`src/rtl/tlb_pkg.sv`:
```
package tlb_pkg;
    typedef enum logic {
        ST_IDLE = 1'b0,
        ST_WALK = 1'b1
    } walk_state_e;
endpackage

```
`src/rtl/tlb_repl.sv`:
```
module tlb_repl #(
    parameter int ENTRIES = 8,
    localparam int IDX_W = $clog2(ENTRIES)
) (
    input  logic               clk,
    input  logic               rst_n,
    input  logic [ENTRIES-1:0] valid_i,
    input  logic [ENTRIES-1:0] match_i,
    input  logic               use_i,
    output logic [IDX_W-1:0]   idx_o
);
    logic [IDX_W-1:0] rr_q;
    logic             pick_rr;

    always_comb begin
        logic found;
        found   = 1'b0;
        idx_o   = rr_q;
        pick_rr = 1'b0;
        for (int i = 0; i < ENTRIES; i++) begin
            if (!found && match_i[i]) begin
                idx_o = IDX_W'(i);
                found = 1'b1;
            end
        end
        for (int i = 0; i < ENTRIES; i++) begin
            if (!found && !valid_i[i]) begin
                idx_o = IDX_W'(i);
                found = 1'b1;
            end
        end
        if (!found) pick_rr = 1'b1;
    end

    always_ff @(posedge clk or negedge rst_n) begin
        if (!rst_n) begin
            rr_q <= '0;
        end else if (use_i && pick_rr) begin
            if (rr_q == IDX_W'(ENTRIES - 1)) rr_q <= '0;
            else                             rr_q <= rr_q + 1'b1;
        end
    end

    assert_rr_moves_only_when_full_R5: assert property (@(posedge clk) disable iff (!rst_n)
        (use_i && (match_i == '0) && (valid_i != {ENTRIES{1'b1}})) |=> $stable(rr_q));
    assert_rr_advances_R5: assert property (@(posedge clk) disable iff (!rst_n)
        (use_i && (match_i == '0) && (valid_i == {ENTRIES{1'b1}})) |=> (rr_q != $past(rr_q)));
endmodule

```
`src/rtl/tlb_cam.sv`:
```
module tlb_cam #(
    parameter int ENTRIES = 8,
    parameter int VPN_W   = 5,
    parameter int PPN_W   = 4,
    localparam int IDX_W  = $clog2(ENTRIES)
) (
    input  logic             clk,
    input  logic             rst_n,
    input  logic             flush,
    input  logic [VPN_W-1:0] lk_vpn,
    output logic             lk_hit,
    output logic [PPN_W-1:0] lk_ppn,
    input  logic             wr_en,
    input  logic [VPN_W-1:0] wr_vpn,
    input  logic [PPN_W-1:0] wr_ppn
);
    logic [ENTRIES-1:0] valid_q;
    logic [VPN_W-1:0]   vpn_q [ENTRIES];
    logic [PPN_W-1:0]   ppn_q [ENTRIES];
    logic [ENTRIES-1:0] lk_match;
    logic [ENTRIES-1:0] wr_match;
    logic [IDX_W-1:0]   victim;

    for (genvar g = 0; g < ENTRIES; g++) begin : g_cmp
        assign lk_match[g] = valid_q[g] && (vpn_q[g] == lk_vpn);
        assign wr_match[g] = valid_q[g] && (vpn_q[g] == wr_vpn);
    end

    assign lk_hit = |lk_match;

    always_comb begin
        lk_ppn = '0;
        for (int i = 0; i < ENTRIES; i++) begin
            if (lk_match[i]) lk_ppn = lk_ppn | ppn_q[i];
        end
    end

    tlb_repl #(.ENTRIES(ENTRIES)) u_repl (
        .clk     (clk),
        .rst_n   (rst_n),
        .valid_i (valid_q),
        .match_i (wr_match),
        .use_i   (wr_en && !flush),
        .idx_o   (victim)
    );

    always_ff @(posedge clk or negedge rst_n) begin
        if (!rst_n) begin
            valid_q <= '0;
            for (int i = 0; i < ENTRIES; i++) begin
                vpn_q[i] <= '0;
                ppn_q[i] <= '0;
            end
        end else if (flush) begin
            valid_q <= '0;
        end else if (wr_en) begin
            valid_q[victim] <= 1'b1;
            vpn_q[victim]   <= wr_vpn;
            ppn_q[victim]   <= wr_ppn;
        end
    end

    function automatic logic has_dup();
        logic d;
        d = 1'b0;
        for (int i = 0; i < ENTRIES; i++)
            for (int j = i + 1; j < ENTRIES; j++)
                if (valid_q[i] && valid_q[j] && (vpn_q[i] == vpn_q[j])) d = 1'b1;
        return d;
    endfunction

    function automatic logic holds(input logic [VPN_W-1:0] v, input logic [PPN_W-1:0] p);
        logic h;
        h = 1'b0;
        for (int i = 0; i < ENTRIES; i++)
            if (valid_q[i] && (vpn_q[i] == v) && (ppn_q[i] == p)) h = 1'b1;
        return h;
    endfunction

    assert_unique_vpn_R7: assert property (@(posedge clk) disable iff (!rst_n) !has_dup());
    assert_flush_empties_R6: assert property (@(posedge clk) disable iff (!rst_n)
        flush |=> (valid_q == '0));
    assert_install_lands_R3: assert property (@(posedge clk) disable iff (!rst_n)
        (wr_en && !flush) |=> holds($past(wr_vpn), $past(wr_ppn)));
endmodule

```
`src/rtl/tlb_ctrl.sv`:
```
module tlb_ctrl
    import tlb_pkg::*;
#(
    parameter int VPN_W = 5,
    parameter int PPN_W = 4
) (
    input  logic             clk,
    input  logic             rst_n,
    input  logic             flush,
    input  logic             req_valid,
    input  logic [VPN_W-1:0] req_vpn,
    input  logic             lk_hit,
    input  logic [PPN_W-1:0] lk_ppn,
    input  logic             pt_resp_valid,
    input  logic             pt_resp_present,
    input  logic [PPN_W-1:0] pt_resp_ppn,
    output logic             req_ready,
    output logic             resp_valid,
    output logic [PPN_W-1:0] resp_ppn,
    output logic             resp_fault,
    output logic             pt_req_valid,
    output logic [VPN_W-1:0] pt_req_vpn,
    output logic             wr_en,
    output logic [VPN_W-1:0] wr_vpn,
    output logic [PPN_W-1:0] wr_ppn
);
    walk_state_e      state_q, state_d;
    logic [VPN_W-1:0] vpn_q;
    logic             accept;

    assign accept = req_valid && req_ready;

    always_ff @(posedge clk or negedge rst_n) begin
        if (!rst_n) begin
            state_q <= ST_IDLE;
            vpn_q   <= '0;
        end else begin
            state_q <= state_d;
            if (state_q == ST_IDLE && accept && !lk_hit) vpn_q <= req_vpn;
        end
    end

    always_comb begin
        state_d = state_q;
        unique case (state_q)
            ST_IDLE: if (accept && !lk_hit) state_d = ST_WALK;
            ST_WALK: if (pt_resp_valid)     state_d = ST_IDLE;
            default: state_d = ST_IDLE;
        endcase
    end

    always_comb begin
        req_ready    = (state_q == ST_IDLE) && !flush;
        resp_valid   = 1'b0;
        resp_ppn     = '0;
        resp_fault   = 1'b0;
        pt_req_valid = 1'b0;
        wr_en        = 1'b0;
        pt_req_vpn   = vpn_q;
        wr_vpn       = vpn_q;
        wr_ppn       = pt_resp_ppn;
        unique case (state_q)
            ST_IDLE: begin
                if (accept && lk_hit) begin
                    resp_valid = 1'b1;
                    resp_ppn   = lk_ppn;
                end
            end
            ST_WALK: begin
                pt_req_valid = 1'b1;
                if (pt_resp_valid) begin
                    resp_valid = 1'b1;
                    resp_ppn   = pt_resp_ppn;
                    resp_fault = !pt_resp_present;
                    wr_en      = pt_resp_present && !flush;
                end
            end
            default: ;
        endcase
    end

    assert_fault_no_install_R4: assert property (@(posedge clk) disable iff (!rst_n)
        resp_fault |-> !wr_en);
    assert_walk_holds_R2: assert property (@(posedge clk) disable iff (!rst_n)
        (pt_req_valid && !pt_resp_valid) |=> (pt_req_valid && $stable(pt_req_vpn)));
endmodule

```
`src/rtl/tlb_refill.sv`:
```
module tlb_refill #(
    parameter int ENTRIES = 8,
    parameter int VPN_W   = 5,
    parameter int PPN_W   = 4
) (
    input  logic             clk,
    input  logic             rst_n,
    input  logic             flush,
    input  logic             req_valid,
    input  logic [VPN_W-1:0] req_vpn,
    output logic             req_ready,
    output logic             resp_valid,
    output logic [PPN_W-1:0] resp_ppn,
    output logic             resp_fault,
    output logic             pt_req_valid,
    output logic [VPN_W-1:0] pt_req_vpn,
    input  logic             pt_resp_valid,
    input  logic             pt_resp_present,
    input  logic [PPN_W-1:0] pt_resp_ppn
);
    logic             lk_hit;
    logic [PPN_W-1:0] lk_ppn;
    logic             wr_en;
    logic [VPN_W-1:0] wr_vpn;
    logic [PPN_W-1:0] wr_ppn;

    tlb_cam #(.ENTRIES(ENTRIES), .VPN_W(VPN_W), .PPN_W(PPN_W)) u_cam (
        .clk    (clk),
        .rst_n  (rst_n),
        .flush  (flush),
        .lk_vpn (req_vpn),
        .lk_hit (lk_hit),
        .lk_ppn (lk_ppn),
        .wr_en  (wr_en),
        .wr_vpn (wr_vpn),
        .wr_ppn (wr_ppn)
    );

    tlb_ctrl #(.VPN_W(VPN_W), .PPN_W(PPN_W)) u_ctrl (
        .clk             (clk),
        .rst_n           (rst_n),
        .flush           (flush),
        .req_valid       (req_valid),
        .req_vpn         (req_vpn),
        .lk_hit          (lk_hit),
        .lk_ppn          (lk_ppn),
        .pt_resp_valid   (pt_resp_valid),
        .pt_resp_present (pt_resp_present),
        .pt_resp_ppn     (pt_resp_ppn),
        .req_ready       (req_ready),
        .resp_valid      (resp_valid),
        .resp_ppn        (resp_ppn),
        .resp_fault      (resp_fault),
        .pt_req_valid    (pt_req_valid),
        .pt_req_vpn      (pt_req_vpn),
        .wr_en           (wr_en),
        .wr_vpn          (wr_vpn),
        .wr_ppn          (wr_ppn)
    );

    assert_hit_same_cycle_R1: assert property (@(posedge clk) disable iff (!rst_n)
        (req_valid && req_ready && lk_hit) |-> (resp_valid && !resp_fault && !pt_req_valid));
    assert_miss_walks_R2: assert property (@(posedge clk) disable iff (!rst_n)
        (req_valid && req_ready && !lk_hit) |=> (pt_req_valid && !req_ready));
    assert_flush_blocks_R6: assert property (@(posedge clk) disable iff (!rst_n)
        flush |-> !req_ready);
endmodule

```
`config.mk`:
```
export PLATFORM = sky130hd
export DESIGN_NAME = tlb_refill
export DESIGN_NICKNAME = d
export VERILOG_FILES = /design/src/rtl/tlb_pkg.sv /design/src/rtl/tlb_repl.sv /design/src/rtl/tlb_cam.sv /design/src/rtl/tlb_ctrl.sv /design/src/rtl/tlb_refill.sv
export SDC_FILE = /design/constraint.sdc
export NUM_CORES = 1
export LEC_CHECK = 0
export BUFFER_PORTS_ARGS = -buffer_cell sky130_fd_sc_hd__buf_2
export CAP_MARGIN = 25
export CORE_MARGIN = 2
export CORE_UTILIZATION = 50
export CTS_CLUSTER_SIZE = 14
export DETAILED_ROUTE_END_ITERATION = 16
export PLACE_DENSITY = 0.67
export SYNTH_ARGS = -nofsm -noshare
export SYNTH_HDL_FRONTEND = slang
export SYNTH_SLANG_ARGS = --single-unit
```
`constraint.sdc`:
```
create_clock -name clk -period 3.41 [get_ports clk]
set_input_delay 0.5115 -clock clk [delete_from_list [all_inputs] [get_ports clk]]
set_output_delay 0.5115 -clock clk [all_outputs]
set_load 0.01 [all_outputs]
```
Word level (Yosys, flattened, before mapping) --
Cells that the tools add are included.
Word-level totals: input port bits 15, logic and storage cells 190, output and inout bits 13, register bits 89
Cells by class: add/sub/neg operators 1, eq/ne operators 17, reductions and logical operators 71, multiplexer cells 66, magnitude comparators 4, bitwise gates (word level) 11
Operators with widths (count):
- 5-bit equality test | 16
- 3-bit two-way mux | 17
- 4-bit two-way mux | 11
- 1-bit logical AND | 42
- 40-bit bitwise mux | 1
- 32-bit bitwise mux | 1
- 4-bit bitwise OR | 7
- 1-bit two-way mux | 27
- 1-bit zero test | 26
- 8-bit two-way mux | 2
- 5-bit demux with 3-bit select | 1
- 4-bit demux with 3-bit select | 1
- 8-bit bitwise OR | 1
- 4-bit case mux with 2 select lines | 1
- 8-bit OR reduction | 1
- 5-bit two-way mux | 1
- 4-bit greater-or-equal comparator (second input constant) | 1
- 3-bit by 4-bit < comparator with 1-bit output (second input constant) | 1
- 4-bit by 1-bit < comparator with 1-bit output (second input constant) | 1
- 3-bit NOT with 4-bit output | 1
- 1-bit case mux with 2 select lines | 2
- 3-bit by 1-bit adder with 3-bit output (second input constant) | 1
- 1-bit demux with 3-bit select | 1
- 3-bit equality test (second input constant) | 1
- 4 further kinds | 5

Longest topological paths before layout --
Gate-level depths: netlist (run 1).
depth after elaboration 55, depth in mapped cells 12, depth with buffers taken out 9

Cells and area by module --
Synthesis (run 1) repeated with hierarchy kept, for this count alone.
Second synthesis, totals: cells, all modules 439, area total of the unflattened synthesis 5037.3 sq um
By module, submodules not included:
- tlb_cam | times used 1, cells each 360, area an instance 4256.6 sq um, sequential area each 2001.9 sq um
- tlb_ctrl | times used 1, cells each 34, area an instance 401.6 sq um, sequential area each 150.1 sq um
- tlb_repl | times used 1, cells each 45, area an instance 379.1 sq um, sequential area each 75.1 sq um

Least setup slack after synthesis (run 1) --
Ideal clock, no wire load.
path kind flip-flop to flip-flop, start point reg u_ctrl.vpn_q[3] (netlist: u_ctrl.pt_req_vpn[3]), end point reg u_cam.ppn_q[4] (netlist name), buffers on the path 1, arrival 2965 ps, clock period less this slack 3090 ps, cell stages (with the launch flop) 11, path slack 320 ps, setup time 125 ps, required time 3285 ps, cells stage by stage dfrtp_1 > buf_4 > xor2_1 > nor4_1 > and3_1 > nor4_4 > nand4_4 > o32ai_2 > o211ai_4 > nor4_4 > mux2_2
Between the ends: cells in the longest elaborated chain, start to end 54, elaborated cells between the ends (all ways) 84, classes of those cells order compare (2); eq/ne (8); mux (34); bitwise (1); reduce/logical (39)
RTL lines:
- start: declaration | RTL line tlb_ctrl.sv:28 | logic [VPN_W-1:0] vpn_q;
- start signal: assignment | RTL line tlb_ctrl.sv:39 | if (state_q == ST_IDLE && accept && !lk_hit) vpn_q <= req_vpn;
- 5-bit equality test | RTL line tlb_cam.sv:26 | assign wr_match[g] = valid_q[g] && (vpn_q[g] == wr_vpn);
- 1-bit logical AND | RTL line tlb_cam.sv:26
- 1-bit two-way mux | RTL line tlb_repl.sv:21 | if (!found && match_i[i]) begin
- 1-bit zero test | RTL line tlb_repl.sv:21
- 1-bit logical AND | RTL line tlb_repl.sv:21
- 1-bit two-way mux | RTL line tlb_repl.sv:21
- 1-bit zero test | RTL line tlb_repl.sv:21
- 1-bit logical AND | RTL line tlb_repl.sv:21
- [... 38 more ...]
- 1-bit logical AND | RTL line tlb_repl.sv:27 | if (!found && !valid_i[i]) begin
- 3-bit two-way mux (*) | RTL line tlb_repl.sv:27
- 3-bit NOT with 4-bit output (not written as such) (*) | RTL line tlb_cam.sv:59 | ppn_q[victim] <= wr_ppn;
- 4-bit greater-or-equal comparator (not written as such) / 4-bit by 1-bit < comparator with 1-bit output (equally long branches) | RTL line tlb_cam.sv:59
- 1-bit logical AND (not written as such) | RTL line tlb_cam.sv:59
- 4-bit two-way mux (not written as such) | RTL line tlb_cam.sv:59
- 4-bit demux with 3-bit select (*) | RTL line tlb_cam.sv:59
- 32-bit bitwise mux (*) | RTL line tlb_cam.sv:59
- end signal: indexed assignment | RTL line tlb_cam.sv:59
- end: declaration | RTL line tlb_cam.sv:19 | logic [PPN_W-1:0] ppn_q [ENTRIES];
Every way passes the cells marked *; elsewhere a longest branch is shown, timed or not. A chain may end at the register's enable or synchronous reset.

Worst setup path in the final report (run 1) --
start point reg u_ctrl.vpn_q[3] (netlist: u_ctrl.pt_req_vpn[3]), end point reg u_cam.ppn_q[18] (netlist name)
Same word-level chain as after synthesis.

==> flow_summary.json, run 1 <==
{
  "status": "finished clean",
  "crit_fanout": 10,
  "initial_core_util_pct": 50.83,
  "synth_edf_count": 0,
  "first_iter_violations": 143,
  "yosysTopAreaCellShare_pct": 45.25,
  "synth_warnings": 0,
  "num_rows": 36,
  "num_vias": 3442,
  "ant_nets": 0,
  "core_area_mm2": 0.009684,
  "seq_area_frac_synth_pct": 45.25,
  "drc_errors": 0,
  "syn2layout_area_growth_pct": 14.57,
  "grt_use_total_pct": 23.60,
  "yosys_register_bits": 89,
  "synth.avg_cell_area_um2": 11.78,
  "grt_use_met3_pct": 4.570,
  "endpoint_kind": "register",
  "setup_viol": 0,
  "nets": 489,
  "wire_per_inst_um": 19.19,
  "drt-pass1-iter-count": 4,
  "layout_min_cycle_time_ps": 3268,
  "cts_buffers": 9,
  "yosysTopAreaCell": "dfrtp_1",
  "ctsHoldBuffers": 0,
  "antenna_found_initial": 0,
  "totalWireLength_um": 11700,
  "synth-async-reset-ratio_pct": 100.0,
  "peakVddDrop_v": 0.0002289,
  "die_h_um": 103.2,
  "drive_above_1_share_pct": 36.48,
  "grt_pass1_wl_um": 18610,
  "finish.utilization_pct": 58.23,
  "io_pins": 28,
  "hpwl_um": 8371,
  "cts_root_buf": "clkbuf_8",
  "synth.net_count": 435,
  "critPathKind": "register to register",
  "p_per_area_mw_per_mm2": 423.5,
  "clk_latency_ps": 370,
  "leakage_nw": 2.710,
  "place_congestion": 0.8760,
  "clk_pin_slew_ps": 110,
  "syn_inst": 418,
  "min_period_over_period_pct": 95.84,
  "hold_class": "primary input to asynchronous set/reset pin",
  "cp.arrival_ps": 3520,
  "synth_area_leaders": "dfrtp_1 45%, mux2_2 18%, xor2_1 8.2%",
  "syn_area_mm2": 0.004922,
  "ctsLongestPathBuffers": 2,
  "avgViaCountPerCell": 5.643,
  "ys.flop_type": "dfrtp_1",
  "hold_viol_final": 0,
  "grt_busiest_layer": "met2",
  "diodes": 0,
  "total_power_mw": 2.388,
  "start_kind": "register",
  "grt_use_met1_pct": 33.22,
  "tritoncts": "yes",
  "die-area_mm2": 0.01065,
  "grt_max_degree": 68,
  "die_x_um": 103.2,
  "cts-htree-levels": 3,
  "required_ps": 3670,
  "grt_overflow": 0,
  "cts_sinks": 89,
  "ys_types": 45,
  "crit_start": "u_ctrl.pt_req_vpn[3]$_DFFE_PN0P_",
  "met2_usage_pct": 37.96,
  "r2r-start": "u_ctrl.pt_req_vpn[3]$_DFFE_PN0P_",
  "relSlewSlack_pct": 43.09,
  "max_freq_ghz": 0.3060,
  "tns_ps": 0,
  "portBuffers": 27,
  "slew_viol_final": 0,
  "maxCapViolations": 0,
  "grt_pass1_vias": 3413,
  "finClkSkew_ps": 19.84,
  "worst_pin_slew_ps": 853.6
}
-- registers in the layout, summed over array words and instances, names as in the netlist --
| register | cells |
|---|---|
| u_cam.ppn_q | 32 |
| u_ctrl.state_q | 1 |
| u_cam.valid_q | 8 |
| u_cam.u_repl.rr_q | 3 |
| u_cam.vpn_q | 40 |
| u_ctrl.pt_req_vpn | 5 |
-- synthesized netlist by cell type, types with 4 or more instances --
| master | number |
|---|---|
| a21oi_1 | 4 |
| a221oi_1 | 5 |
| a22o_1 | 8 |
| a22oi_1 | 8 |
| and3_1 | 13 |
| buf_2 | 6 |
| buf_4 | 5 |
| clkbuf_1 | 7 |
| dfrtp_1 | 89 |
| inv_1 | 9 |
| mux2_2 | 79 |
| nand2_1 | 13 |
| nand3_1 | 7 |
| nand4_1 | 7 |
| nor2_1 | 11 |
| nor3_1 | 6 |
| nor4_1 | 14 |
| o21ai_0 | 8 |
| xnor2_1 | 34 |
| xor2_1 | 46 |
-- cell usage in the layout, fill, tap and decap left out, types with 2 or more instances in the layout --
cell	count
a21o_1	3
a21oi_1	4
a221oi_1	5
a22o_1	8
a22oi_1	8
a31oi_1	2
and2_1	3
and3_1	13
buf_12	3
buf_2	26
buf_4	32
clkbuf_8	9
clkinv_4	3
dfrtp_1	87
dfrtp_2	2
ha_1	2
inv_1	9
inv_8	3
mux2_2	79
nand2_1	13
nand2b_1	2
nand3_1	7
nand4_1	7
nor2_1	11
nor2b_1	3
nor3_1	6
nor4_1	11
nor4_2	3
nor4_4	2
o21a_1	2
o21ai_0	8
or2_2	3
or3_1	2
xnor2_1	34
xor2_1	46
-- report_power, final --
part | internal (mW) | switching, mW | leakage, nW | total [mW]
Sequential | 1.13 | 0.0864 | 1.21 | 1.22
Combinational | 0.224 | 0.234 | 1.40 | 0.458
Clock | 0.287 | 0.428 | 0.0997 | 0.715
Total | 1.64 | 0.749 | 2.71 | 2.39
-- per-stage QoR --
| step | setup WS, ps | std cells | hold WS, ps | cell area (um2) |
|---|---|---|---|---|
| 2_1_floorplan | 319.8 | 418 | 215.9 | 4922 |
| 3_3_place_gp | 96.39 | 594 | 489.1 | 5425 |
| 3_5_place_dp | 45.47 | 594 | 496.3 | 5425 |
| 4_1_cts | 20.63 | 610 | 276.3 | 5618 |
| 5_1_grt | -30.15 | 610 | 307.1 | 5639 |
| 6_report | 142.0 | 610 | 255.1 | 5639 |
-- layout make-up --
class                           count  area, um2
Clock buffer                        9      123.9
Clock inverter                      7      68.82
Fill cell                         818       4045
Inverter                            9      33.78
Multi-Input combinational cell    302       2586
Sequential cell                    89       2230
Tap cell                          133      166.4
Timing Repair Buffer               61      430.4
-- metal layers --
metal	wire, um	part of all wire [%]
met5	0	0
met4	125	1.1
met2	5801	50
met3	460	3.9
met1	5316	45
-- kinds of logic after synthesis --
logic type	after synthesis	synth area share [%]
buffers and inverters	27	2.593
AND/OR/NAND/NOR	93	11.67
AO/OA/AOI/OAI	48	7.677
XOR/XNOR	80	14.24
flip-flops	89	45.25
multiplexers	79	18.07
adder cells (fa/ha/maj)	2	0.5083
-- critical path, stage by stage, from the launching register on --
cell and delay, ps:
dfrtp_1 390, buf_4 190, xor2_1 180, nor4_2 410
nand3_1 140, a211o_1 270, a31oi_1 220, o32ai_2 180
o211ai_4 370, nor2b_1 270, buf_4 200, mux2_2 340
-- path summary, 6_finish.rpt --
kind	slack [ps]	depth (start not counted)	end
min in group clk	330	2	u_ctrl.state_q$_DFF_PN0_
max in group asynchronous	2420	2	u_cam.vpn_q[32]$_DFFE_PN0P_
min	260	1	u_cam.ppn_q[23]$_DFFE_PN0P_
max reg2reg	140	11	u_cam.ppn_q[18]$_DFFE_PN0P_
max	140	11	u_cam.ppn_q[18]$_DFFE_PN0P_
min reg2reg	520	1	u_cam.ppn_q[14]$_DFFE_PN0P_
-- repair_timing --
action,CTS,global route
endpoints found under the setup margin,0,37
setup buffers,0,0
gates resized for setup,0,5
No activity file was read; power rests on OpenSTA's default activity.
==> run 2: changes to the inputs <==
Settings changed: PLACE_DENSITY 0.67 to 0.75.
==> run 2 against run 1 <==
Compared with the run above:
- combinational power decreased by 7.9%
- die area unchanged
- wire length increased by 3.9%
- worst setup slack improved by 15 ps
- via count increased by 4.1%
- cell area increased by 0.80%
- global-route usage increased by 0.78 points
- non-clock buffer count increased by 1
- register-to-register slack improved by 20 ps
- count of clock-buffer cells in the layout unchanged
- core utilization increased by 0.47 points
- largest cell class unchanged
- critical path depth increased by 1
==> flow_summary.json, run 2 (synthesis gave the netlist of run 1 again) <==
{
  "status": "finished clean",
  "avgViaCountPerCell": 5.866,
  "holdWs_ps": 234.3,
  "grt_use_total_pct": 24.38,
  "clk_pin_slew_ps": 90,
  "dp_cells": 592,
  "p_sw_mw": 0.7166,
  "ant_nets": 0,
  "grt_pass1_wl_um": 19310,
  "layout_min_cycle_time_ps": 3253,
  "pwr-share-clk_pct": 32.4,
  "antenna_found_initial": 0,
  "finClkSkew_ps": 10.92,
  "clk_latency_ps": 370,
  "wire_per_inst_um": 19.90,
  "finalWorstSetupSlack_ps": 157.2,
  "ctsLongestPathBuffers": 2,
  "cp_slowest_cell": "dfrtp_4",
  "p_int_mw": 1.764,
  "cts_root_buf": "clkbuf_8",
  "p_per_area_mw_per_mm2": 436.3,
  "worst_path_most_repeated_cell": "buf_4",
  "hpwl_um": 8679,
  "endpoint_kind": "register",
  "maxCapViolations": 0,
  "dp_slack_ps": -95.96,
  "crit_fanout": 16,
  "grt_overflow": 0,
  "grt_max_degree": 65,
  "hold_viol_final": 0,
  "ctsHoldBuffers": 0,
  "grt_pass1_vias": 3608,
  "p_sw_share_pct": 28.89,
  "syn2layout_area_growth_pct": 15.48,
  "setup_viol": 0,
  "drt-pass1-iter-count": 5,
  "slowest_delay_ps": 600,
  "power_frac_comb_pct": 17.0,
  "num_rows": 36,
  "leakage_nw": 2.717,
  "cp.arrival_ps": 3510,
  "io_pins": 28,
  "start_kind": "register",
  "final_common_cell": "dfrtp_1",
  "drive_above_1_share_pct": 37.03,
  "critPathKind": "register to register",
  "core_area_mm2": 0.009684,
  "first_iter_violations": 335,
  "die_h_um": 103.2,
  "mostFrequentLayoutCells": "84 x dfrtp_1, 79 x mux2_2, 46 x xor2_1",
  "worst_pin_slew_ps": 813.5,
  "place_congestion": 0.9451,
  "design_area_mm2": 0.005684,
  "dpl_cell_area_mm2": 0.005410,
  "total_power_mw": 2.480,
  "max_flop_register": "u_cam.vpn_q",
  "max_freq_ghz": 0.3074,
  "portBuffers": 27,
  "num_vias": 3584,
  "peakVddDrop_v": 0.0002187,
  "finish.utilization_pct": 58.70,
  "largest_reg_flops": 40,
  "nets": 490,
  "totalWireLength_um": 12160,
  "p_seq_share_pct": 50.6,
  "reg.largest.list": "u_cam.vpn_q (40), u_cam.ppn_q (32), u_cam.valid_q (8)",
  "drc_errors": 0,
  "required_ps": 3670,
  "crit_chain": "buf_4 > xnor2_1 > nand4_1 > nor3_2 > nor2_1 > and3_1 > o21ai_0 > buf_4 > o211ai_4 > nor4_4 > buf_4 > mux2_2",
  "cts-htree-levels": 3,
  "diodes": 0,
  "cts_sinks": 89,
  "die_x_um": 103.2,
  "min_period_over_period_pct": 95.39,
  "die-area_mm2": 0.01065,
  "relSlewSlack_pct": 45.77,
  "initial_core_util_pct": 50.83,
  "cts_buffers": 9,
  "instances_no_fill": 611,
  "slew_viol_final": 0,
  "hold_class": "primary input to asynchronous set/reset pin",
  "tritoncts": "yes",
  "tns_ps": 0
}
run 2: final timing paths:
path / startpoint / to / slack (ps) / cells past startpoint
min in group clk: pt_resp_valid / u_ctrl.state_q$_DFF_PN0_ / 320 / 2
worst min register to register: u_cam.ppn_q[11]$_DFFE_PN0P_ / u_cam.ppn_q[11]$_DFFE_PN0P_ / 510 / 1
worst max register to register: u_ctrl.pt_req_vpn[4]$_DFFE_PN0P_ / u_cam.vpn_q[7]$_DFFE_PN0P_ / 160 / 12
worst min-delay path: rst_n / u_cam.vpn_q[0]$_DFFE_PN0P_ / 230 / 1
max in group asynchronous: rst_n / u_ctrl.pt_req_vpn[3]$_DFFE_PN0P_ / 2440 / 2
worst max-delay path: u_ctrl.pt_req_vpn[4]$_DFFE_PN0P_ / u_cam.vpn_q[7]$_DFFE_PN0P_ / 160 / 12
run 2: area by class of cell:
| type | count | area (um2) |
|---|---|---|
| multi-input combinational | 302 | 2591 |
| fill | 804 | 4000 |
| timing repair buffer | 62 | 437.9 |
| tap | 133 | 166.4 |
| clock inverter | 7 | 95.09 |
| sequential | 89 | 2236 |
| inverter | 9 | 33.78 |
| clock buffer | 9 | 123.9 |
run 2: power groups by stage:
stage               clock [mW]  combinational, mW  sequential [mW]
floorplan                    0              0.328             1.20
global placement             0              0.407             1.26
detailed placement           0              0.419             1.27
CTS                      0.817              0.422             1.25
global route             0.867              0.463             1.26
finish                   0.805              0.422             1.25
run 2: critical path, delay by kind of cell (launching register included):
family | cells | cell delay, ps
muxes | 1 | 340
DFF | 1 | 600
xor gates and xnor gates | 1 | 140
buffers and inverters | 3 | 560
AOI/OAI and AO/OA | 2 | 300
and+or+nand+nor | 5 | 1200
run 2: layer usage:
layer	vias to the layer above	share of wire [%]	track usage, %
met5	-	0	0
met4	0	2.6	10.12
met3	26	5.0	3.831
met2	128	50	39.36
met1	1825	43	32.98
li1	1605	-	-
run 2: timing repair:
action                                 4_1_cts  5_1_grt
buffers inserted                             0        3
pin swaps                                    0        2
setup endpoints to repair                   18       62
endpoints found under the hold margin        0        0
resized for setup                            2        7
